### src/rtl/npc_pkg.sv
package npc_pkg;

    typedef enum logic [3:0] {
        XK_NONE        = 4'd0,
        XK_BR_ZERO     = 4'd1,
        XK_BR_NONZERO  = 4'd2,
        XK_BR_FP_TRUE  = 4'd3,
        XK_BR_FP_FALSE = 4'd4,
        XK_JMP         = 4'd5,
        XK_JMP_REG     = 4'd6,
        XK_JMP_LINK    = 4'd7,
        XK_JMP_REG_LNK = 4'd8
    } xfer_kind_e;

    typedef enum logic [1:0] {
        CT_REG_ZERO    = 2'd0,
        CT_REG_NONZERO = 2'd1,
        CT_FP_SET      = 2'd2,
        CT_FP_CLEAR    = 2'd3
    } cond_test_e;

    typedef enum logic [1:0] {
        TS_SEQ   = 2'd0,
        TS_SHORT = 2'd1,
        TS_LONG  = 2'd2,
        TS_REG   = 2'd3
    } tgt_src_e;

    typedef struct packed {
        logic       is_cond;
        cond_test_e test;
        tgt_src_e   src;
        logic       link;
    } xfer_ctl_t;

endpackage

### src/rtl/npc_decode.sv
module npc_decode
    import npc_pkg::*;
(
    input  logic [3:0] kind,
    output xfer_ctl_t  ctl
);
    always_comb begin
        ctl.is_cond = 1'b0;
        ctl.test    = CT_REG_ZERO;
        ctl.src     = TS_SEQ;
        ctl.link    = 1'b0;
        case (kind)
            XK_BR_ZERO: begin
                ctl.is_cond = 1'b1;
                ctl.test    = CT_REG_ZERO;
                ctl.src     = TS_SHORT;
            end
            XK_BR_NONZERO: begin
                ctl.is_cond = 1'b1;
                ctl.test    = CT_REG_NONZERO;
                ctl.src     = TS_SHORT;
            end
            XK_BR_FP_TRUE: begin
                ctl.is_cond = 1'b1;
                ctl.test    = CT_FP_SET;
                ctl.src     = TS_SHORT;
            end
            XK_BR_FP_FALSE: begin
                ctl.is_cond = 1'b1;
                ctl.test    = CT_FP_CLEAR;
                ctl.src     = TS_SHORT;
            end
            XK_JMP: begin
                ctl.src     = TS_LONG;
            end
            XK_JMP_REG: begin
                ctl.src     = TS_REG;
            end
            XK_JMP_LINK: begin
                ctl.src     = TS_LONG;
                ctl.link    = 1'b1;
            end
            XK_JMP_REG_LNK: begin
                ctl.src     = TS_REG;
                ctl.link    = 1'b1;
            end
            default: begin
                ctl.src     = TS_SEQ;
            end
        endcase
    end
endmodule

### src/rtl/npc_cond.sv
module npc_cond
    import npc_pkg::*;
#(
    parameter int XLEN = 32
) (
    input  logic [XLEN-1:0] rs_val,
    input  logic            fp_flag,
    input  cond_test_e      test,
    output logic            met
);
    logic reg_is_zero;

    assign reg_is_zero = (rs_val == '0);

    always_comb begin
        case (test)
            CT_REG_ZERO:    met = reg_is_zero;
            CT_REG_NONZERO: met = !reg_is_zero;
            CT_FP_SET:      met = fp_flag;
            CT_FP_CLEAR:    met = !fp_flag;
            default:        met = 1'b0;
        endcase
    end
endmodule

### src/rtl/npc_target.sv
module npc_target
    import npc_pkg::*;
#(
    parameter int XLEN         = 32,
    parameter int SHORT_W      = 16,
    parameter int LONG_W       = 26,
    parameter int INSTR_BYTES  = 4,
    parameter bit SHARED_ADDER = 1'b1
) (
    input  logic [XLEN-1:0]   pc,
    input  logic [LONG_W-1:0] offset,
    input  logic              use_long,
    output logic [XLEN-1:0]   seq_pc,
    output logic [XLEN-1:0]   rel_pc
);
    localparam int SHORT_PAD = XLEN - SHORT_W;
    localparam int LONG_PAD  = XLEN - LONG_W;

    logic [XLEN-1:0] sext_short;
    logic [XLEN-1:0] sext_long;

    assign seq_pc     = pc + XLEN'(INSTR_BYTES);
    assign sext_short = {{SHORT_PAD{offset[SHORT_W-1]}}, offset[SHORT_W-1:0]};
    assign sext_long  = {{LONG_PAD{offset[LONG_W-1]}}, offset};

    generate
        if (SHARED_ADDER) begin : g_shared
            logic [XLEN-1:0] picked;
            assign picked = use_long ? sext_long : sext_short;
            assign rel_pc = seq_pc + picked;
        end else begin : g_split
            logic [XLEN-1:0] sum_short;
            logic [XLEN-1:0] sum_long;
            assign sum_short = seq_pc + sext_short;
            assign sum_long  = seq_pc + sext_long;
            assign rel_pc    = use_long ? sum_long : sum_short;
        end
    endgenerate
endmodule

### src/rtl/npc_unit.sv
module npc_unit
    import npc_pkg::*;
#(
    parameter int XLEN         = 32,
    parameter int SHORT_W      = 16,
    parameter int LONG_W       = 26,
    parameter int INSTR_BYTES  = 4,
    parameter int REG_AW       = 5,
    parameter int LINK_REG     = 31,
    parameter bit SHARED_ADDER = 1'b1
) (
    input  logic              clk,
    input  logic              rst_n,
    input  logic              in_valid,
    input  logic [XLEN-1:0]   pc,
    input  logic [3:0]        xfer_kind,
    input  logic [LONG_W-1:0] offset,
    input  logic [XLEN-1:0]   rs_val,
    input  logic              fp_flag,
    output logic              out_valid,
    output logic [XLEN-1:0]   next_pc,
    output logic              taken,
    output logic              link_we,
    output logic [REG_AW-1:0] link_idx,
    output logic [XLEN-1:0]   link_val,
    output logic              misalign
);
    localparam int ALIGN_BITS = $clog2(INSTR_BYTES);

    typedef struct packed {
        logic            valid;
        logic [XLEN-1:0] npc;
        logic            taken;
        logic            link_we;
        logic [XLEN-1:0] link_val;
        logic            misalign;
    } npc_state_t;

    npc_state_t st_d, st_q;
    xfer_ctl_t  ctl;
    logic       cond_met;
    logic [XLEN-1:0] seq_pc, rel_pc;

    npc_decode u_decode (
        .kind (xfer_kind),
        .ctl  (ctl)
    );

    npc_cond #(.XLEN(XLEN)) u_cond (
        .rs_val  (rs_val),
        .fp_flag (fp_flag),
        .test    (ctl.test),
        .met     (cond_met)
    );

    npc_target #(
        .XLEN         (XLEN),
        .SHORT_W      (SHORT_W),
        .LONG_W       (LONG_W),
        .INSTR_BYTES  (INSTR_BYTES),
        .SHARED_ADDER (SHARED_ADDER)
    ) u_target (
        .pc       (pc),
        .offset   (offset),
        .use_long (ctl.src == TS_LONG),
        .seq_pc   (seq_pc),
        .rel_pc   (rel_pc)
    );

    always_comb begin
        logic go;
        st_d          = st_q;
        st_d.valid    = in_valid;
        st_d.taken    = 1'b0;
        st_d.link_we  = 1'b0;
        st_d.misalign = 1'b0;
        go = (ctl.src != TS_SEQ) && (!ctl.is_cond || cond_met);
        if (in_valid) begin
            st_d.taken    = go;
            st_d.link_we  = ctl.link;
            st_d.link_val = seq_pc;
            if (!go) begin
                st_d.npc = seq_pc;
            end else if (ctl.src == TS_REG) begin
                st_d.npc      = rs_val;
                st_d.misalign = (rs_val[ALIGN_BITS-1:0] != '0);
            end else begin
                st_d.npc = rel_pc;
            end
        end
    end

    always_ff @(posedge clk or negedge rst_n) begin
        if (!rst_n) begin
            st_q <= '0;
        end else begin
            st_q <= st_d;
        end
    end

    assign out_valid = st_q.valid;
    assign next_pc   = st_q.npc;
    assign taken     = st_q.taken;
    assign link_we   = st_q.link_we;
    assign link_idx  = REG_AW'(LINK_REG);
    assign link_val  = st_q.link_val;
    assign misalign  = st_q.misalign;
endmodule

### config.mk
export PLATFORM = sky130hd
export DESIGN_NAME = npc_unit
export DESIGN_NICKNAME = d
export VERILOG_FILES = /design/src/rtl/npc_pkg.sv /design/src/rtl/npc_decode.sv /design/src/rtl/npc_cond.sv /design/src/rtl/npc_target.sv /design/src/rtl/npc_unit.sv
export SDC_FILE = /design/constraint.sdc
export NUM_CORES = 1
export LEC_CHECK = 0
export BUFFER_PORTS_ARGS = -buffer_cell sky130_fd_sc_hd__buf_2
export CELL_PAD_IN_SITES_DETAIL_PLACEMENT = 1
export CELL_PAD_IN_SITES_GLOBAL_PLACEMENT = 2
export CORE_AREA = 2 2 115 173
export DETAILED_ROUTE_END_ITERATION = 8
export DIE_AREA = 0 0 117 175
export PLACE_DENSITY_LB_ADDON = 0.1
export RECOVER_POWER = 25
export SYNTH_ARGS = -nofsm -noshare
export SYNTH_HDL_FRONTEND = slang
export SYNTH_SLANG_ARGS = --single-unit
### constraint.sdc
create_clock -name clk -period 1.1 [get_ports clk]
set_input_delay 0.055 -clock clk [delete_from_list [all_inputs] [get_ports clk]]
set_output_delay 0.055 -clock clk [all_outputs]
set_load 0.01 [all_outputs]
# Word level (Yosys, flattened, before mapping)
# Index checks and enable logic that the tools add are counted.
# Widths: inputs -> output; s select.
[totals]
wordCells = 44
rom_bits = 0
ramBits = 0
reg_bits = 68
n_memories = 0
out_inout_bits = 73
latch_bits = 0
in_bits = 98
[op_classes]
muxes = 10
n_reduce_logical = 13
n_shift = 0
n_bitwise = 0
add_sub_neg = 2
n_mul = 0
div_mod_pow = 0
order_cmp = 0
n_eq_ne = 13
[ops]
columns = ["operator", "n"]
rows = [
  ["$mux 32", 3],
  ["$mux 35", 1],
  ["$add 32x3->32 const B", 1],
  ["$add 32x32->32", 1],
  ["$logic_not 32->1", 1],
  ["$eq 4x3->1 const B", 4],
  ["$pmux 3 s4", 1],
  ["$eq 2x2->1 const B", 4],
  ["$eq 4x2->1 const B", 2],
  ["$pmux 2 s3", 1],
  ["$reduce_or 2->1", 3],
  ["$eq 4x1->1 const B", 1],
  ["$eq 4x4->1 const B", 1],
  ["$pmux 1 s4", 1],
  ["$reduce_bool 2->1", 2],
  ["$reduce_or 4->1", 1],
  ["$logic_not 1->1", 3],
  ["$mux 1", 3],
  ["$eq 2x1->1 const B", 1],
  ["$logic_not 2->1", 1],
  ["$logic_and 1x1->1", 1],
  ["$logic_or 1x1->1", 1],
]

# Depth between registers and ports, before layout
[logic_depth]
ltp_word = 8
depth_mapped = 17
depth_no_buf = 16

# Cells and area by module
# Synthesis repeated with hierarchy kept, for this count alone.
[hier_totals]
hier_cells = 772
hier_area_um2 = 6922.9
[modules_own_cells]
columns = ["mod", "cells_each", "instances", "area_per_inst_um2"]
rows = [
  ["npc_unit", 350, 1, 3895.0],
  ["npc_target", 389, 1, 2796.4],
  ["npc_decode", 18, 1, 132.6],
  ["npc_cond", 15, 1, 98.8],
]

# Worst setup path before layout
# Ideal clock, no wire load.
[synth_timing]
kind = "in2reg"
start = "input pc[2]"
end = "register st_q, in the netlist next_pc[31]"
required_ns = 1.031
arrival_time_ns = 3.076
setup_slack_ns = -2.044
stages = 14
setup_ns = 0.069
cell_sequence = "nand4_1 -> or3_1 -> clkbuf_1 -> nor2_1 -> xnor2_1 -> inv_1 -> ha_1 -> and3_1 -> a31oi_1 -> o211ai_2 -> a221o_1 -> a211o_1 -> or4_1 -> nand3_1"
[synth_via]
elab_chain_len = 4
[synth_rtl]
columns = ["element", "line_no", "rtl"]
rows = [
  ["start, declared", "npc_unit.sv:15", "input logic [XLEN-1:0] pc,"],
  ["$add 32x3->32", "npc_target.sv:22", "assign seq_pc = pc + XLEN'(INSTR_BYTES);"],
  ["named net seq_pc[19]", "npc_unit.sv:42", "logic [XLEN-1:0] seq_pc, rel_pc;"],
  ["$add 32x32->32", "npc_target.sv:30", "assign rel_pc = seq_pc + picked;"],
  ["$mux 32", "npc_unit.sv:84", "end else if (ctl.src == TS_REG) begin"],
  ["$mux 32", "npc_unit.sv:82", "if (!go) begin"],
  ["end signal, assigned", "npc_unit.sv:97", "st_q <= st_d;"],
  ["end, declared", "npc_unit.sv:39", "npc_state_t st_d, st_q;"],
]
# The timed path passes the listed nets, and every way through them passes these cells.
# A chain may end at the register's enable or synchronous reset.

# Worst setup path after layout
[layout_timing]
start = "input pc[7]"
end = "register st_q, in the netlist next_pc[31]"
# The elaborated chain is that of the path after synthesis.

==> metrics.yaml <==
layout:
  regArea_um2: 1702
  nFillCells: 2203
  syn_to_final_growth_pct: 97.36
  nNetsFinal: 1239
  drive_gt1_share_pct: 61.10
  diodes: 0
  final_area_um2: 10750
  multi_input_area_um2: 4881
global_routing:
  overflow: 0
  grt_pass1_wl_um: 43630
  grt_pass1_vias: 8068
  grt_use_total_pct: 28.09
  grt_antenna_before_repair: 0
  grt_max_degree: 36
clocking:
  clk_pin_slew_ps: 60
  htree_num_levels: 3
  clk_path_buf_depth: 2
  clock_latency_ps: 340
  cts_tree: "done"
  clock_sinks: 68
  cts_root_buf: "clkbuf_16"
  numCtsBuffers: 9
synth:
  syn_inst: 673
  synth.avg_cell_area_um2: 8.091
  ys_types: 57
  synth.most_common_cell: "nor2_1"
  async_flop_share_pct: 100.0
  synth.area.top_cells: "dfrtp_1 (31%), ha_1 (7.4%), nor2_1 (5.1%)"
  synth_edf_count: 0
  synth_common_cells: "nor2_1 (74), dfrtp_1 (68), nand2_1 (59)"
  synthFlopType: "dfrtp_1"
  ys_seq_area_share_pct: 31.25
  netlist.top_cell.by_area: "dfrtp_1"
  ys_seq_elements: 68
  syn_area_um2: 5445
  yosysWarnings: 0
  synth_top_area_share_pct: 31.25
floorplan:
  row_count: 62
  design.core.area_um2: 19010
  fp.dieW_um: 117
  ios: 171
  fp.dieH_um: 175
  die-area_um2: 20480
  initial_utilization_pct: 28.65
critical_path:
  r2r_start: "next_pc[31]$_DFFE_PN0P_"
  critPathRequiredTime_ps: 1380
  worstPathArrival_ps: 3400
  endpoint_kind: "register"
  worstPathMaxFanout: 6
  r2r.worst_path.cells: 3
  worstPathCellList: "buf_6 > nand4_1 > or3_4 > nor2b_4 > xor2_2 > ha_4 > buf_6 > and3_1 > nand4_1 > o211ai_2 > a221o_1 > a211o_1 > or4_4 > nand3_2"
  slowest_delay_ps: 560
  r2r-end: "next_pc[31]$_DFFE_PN0P_"
  critical_path_class: "in -> reg"
  start_kind: "input port"
  r2r_setup_slack_ps: -70
  cpMaxStageDelayCell: "or3_4"
timing:
  hold_viol_final: 0
  finalSetupTns_ps: -51980
  hold_slack_ps: 86.44
  maxSlewViolCount: 0
  slew_headroom_pct: 48.08
  fin_crit_sh_pct: 282.9
  fin_ws_ps: -2012
  fmax_mhz: 321.4
  rsz0062_at_grt: "true"
  period_needed_ps: 3112
  clock_skew_ps: 0
  worst_pin_slew_ps: 778.8
  setup_viol: 52
detailed_routing:
  detail_route.wl_per_cell_um: 22.14
  drc: 0
  drtIter0Drc: 208
  wl_um: 30310
  ant_nets: 0
  vias_per_cell: 5.229
  drt-pass1-iter-count: 4
  via_count: 7158
placement:
  post-dp-hpwl_um: 21020
  place_congestion: 0.9530
  placed_cell_area_um2: 8726
  port_buffers: 165
power_and_ir_drop:
  power_uw: 12000
  leakage_uw: 0.005013
  ir_worst_vdd_mv: 0.6301
  powerDensity_nw_per_um2: 1117
min_path:
  hp-start: "rs_val[23]"
  hp-class: "in -> reg"
  min_to: "next_pc[23]$_DFFE_PN0P_"
  worstHoldPathCells: 4
run_status:
  failed_checks: "setup timing"
  status: "finished with violations"
flow_run:
  drv_cap: 0
==> logic make-up (layout without fill, tap and decap cells) <==
| group | count (synthesis) | count (layout) | synth area share (%) |
|---|---|---|---|
| other | 1 | 5 | 0.06887 |
| buffers and inverters | 73 | 509 | 5.561 |
| AO/OA/AOI/OAI | 210 | 210 | 25.44 |
| XOR/XNOR | 54 | 54 | 8.686 |
| multiplexers | 9 | 9 | 1.815 |
| flip-flops | 68 | 68 | 31.25 |
| AND/OR/NAND/NOR | 225 | 225 | 19.46 |
| adder cells (fa/ha/maj) | 33 | 33 | 7.721 |
==> cell type report <==
class | count | area share (%)
clock inverters | 5 | 0.9896
clock buffers | 11 | 2.352
repair buffers | 453 | 30.91
multi-input cells | 536 | 45.42
flip-flops and latches | 68 | 15.83
inverters | 40 | 1.514
well taps | 256 | 2.981
==> worst max-delay path by stage <==
stage	startpoint	endpoint	slack, ps	cells after the start
floorplan	pc[11]	next_pc[31]$_DFFE_PN0P_	-1890	14
global placement	pc[2]	next_pc[31]$_DFFE_PN0P_	-2380	16
detailed placement	pc[2]	next_pc[31]$_DFFE_PN0P_	-2520	15
CTS	pc[10]	next_pc[31]$_DFFE_PN0P_	-1880	15
global route	pc[7]	next_pc[31]$_DFFE_PN0P_	-2080	14
finish	pc[7]	next_pc[31]$_DFFE_PN0P_	-2010	14
==> worst max-delay path, delay by kind of cell <==
kind	cells	cell delay (ps)
xor+xnor	1	240
simple gates	7	1750
buf+inv	2	210
compound gates	3	870
fa+ha+maj	1	250
==> registers in the layout, summed over array words and instances, names as in the netlist <==
| register | cells |
|---|---|
| link_val | 32 |
| next_pc | 32 |
| link_we | 1 |
| misalign | 1 |
| out_valid | 1 |
| taken | 1 |
==> cells in the final DEF, fill, tap and decap left out, types with 7 or more instances in the layout <==
master / instances
xor2_2: 13
ha_4: 16
and3_1: 7
inv_1: 33
a21o_1: 17
clkbuf_16: 9
buf_12: 8
a21oi_4: 7
ha_1: 15
nor2_4: 11
a21oi_1: 14
dfrtp_1: 68
nor2_2: 8
a21oi_2: 26
nand4_1: 16
xnor2_1: 7
nand3_1: 7
buf_2: 151
nand2_1: 49
o211ai_1: 24
xor2_1: 12
buf_6: 37
o21ai_1: 21
buf_4: 246
nor2_1: 55
o21ai_0: 19
xnor2_2: 17
==> routing by layer <==
layer | global-route usage, % | vias up | routed length (um)
met5 | 0 | - | 0
met1 | 29.37 | 3558 | 10780
met2 | 53.13 | 225 | 16860
li1 | - | 3274 | -
met4 | 14.80 | 0 | 1791
met3 | 3.156 | 101 | 881
==> per-stage QoR <==
| stage | setup WS [ps] | utilization [%] | cells |
|---|---|---|---|
| 6_report | -2012 | 56.54 | 1369 |
| 5_1_grt | -2083 | 56.54 | 1369 |
| 4_1_cts | -1881 | 54.01 | 1355 |
| 3_5_place_dp | -2519 | 45.91 | 1302 |
| 3_3_place_gp | -2377 | 45.91 | 1302 |
| 2_1_floorplan | -1890 | - | 677 |
==> power by group <==
group          internal (uW)  switching, uW  leakage (uW)
sequential              2810            188      0.000783
combinational           2630           2730       0.00406
clock                   2350           1290      0.000172
==> repair_timing <==
action / CTS / global route
resized for setup: 169 / 89
hold buffers: 1 / 0
endpoints found under the hold margin: 68 / 0
setup endpoints to repair: 55 / 56
cloned: 3 / 0
buffers inserted: 45 / 26
pin swaps: 90 / 77
No activity file was read; power rests on OpenSTA's default activity.
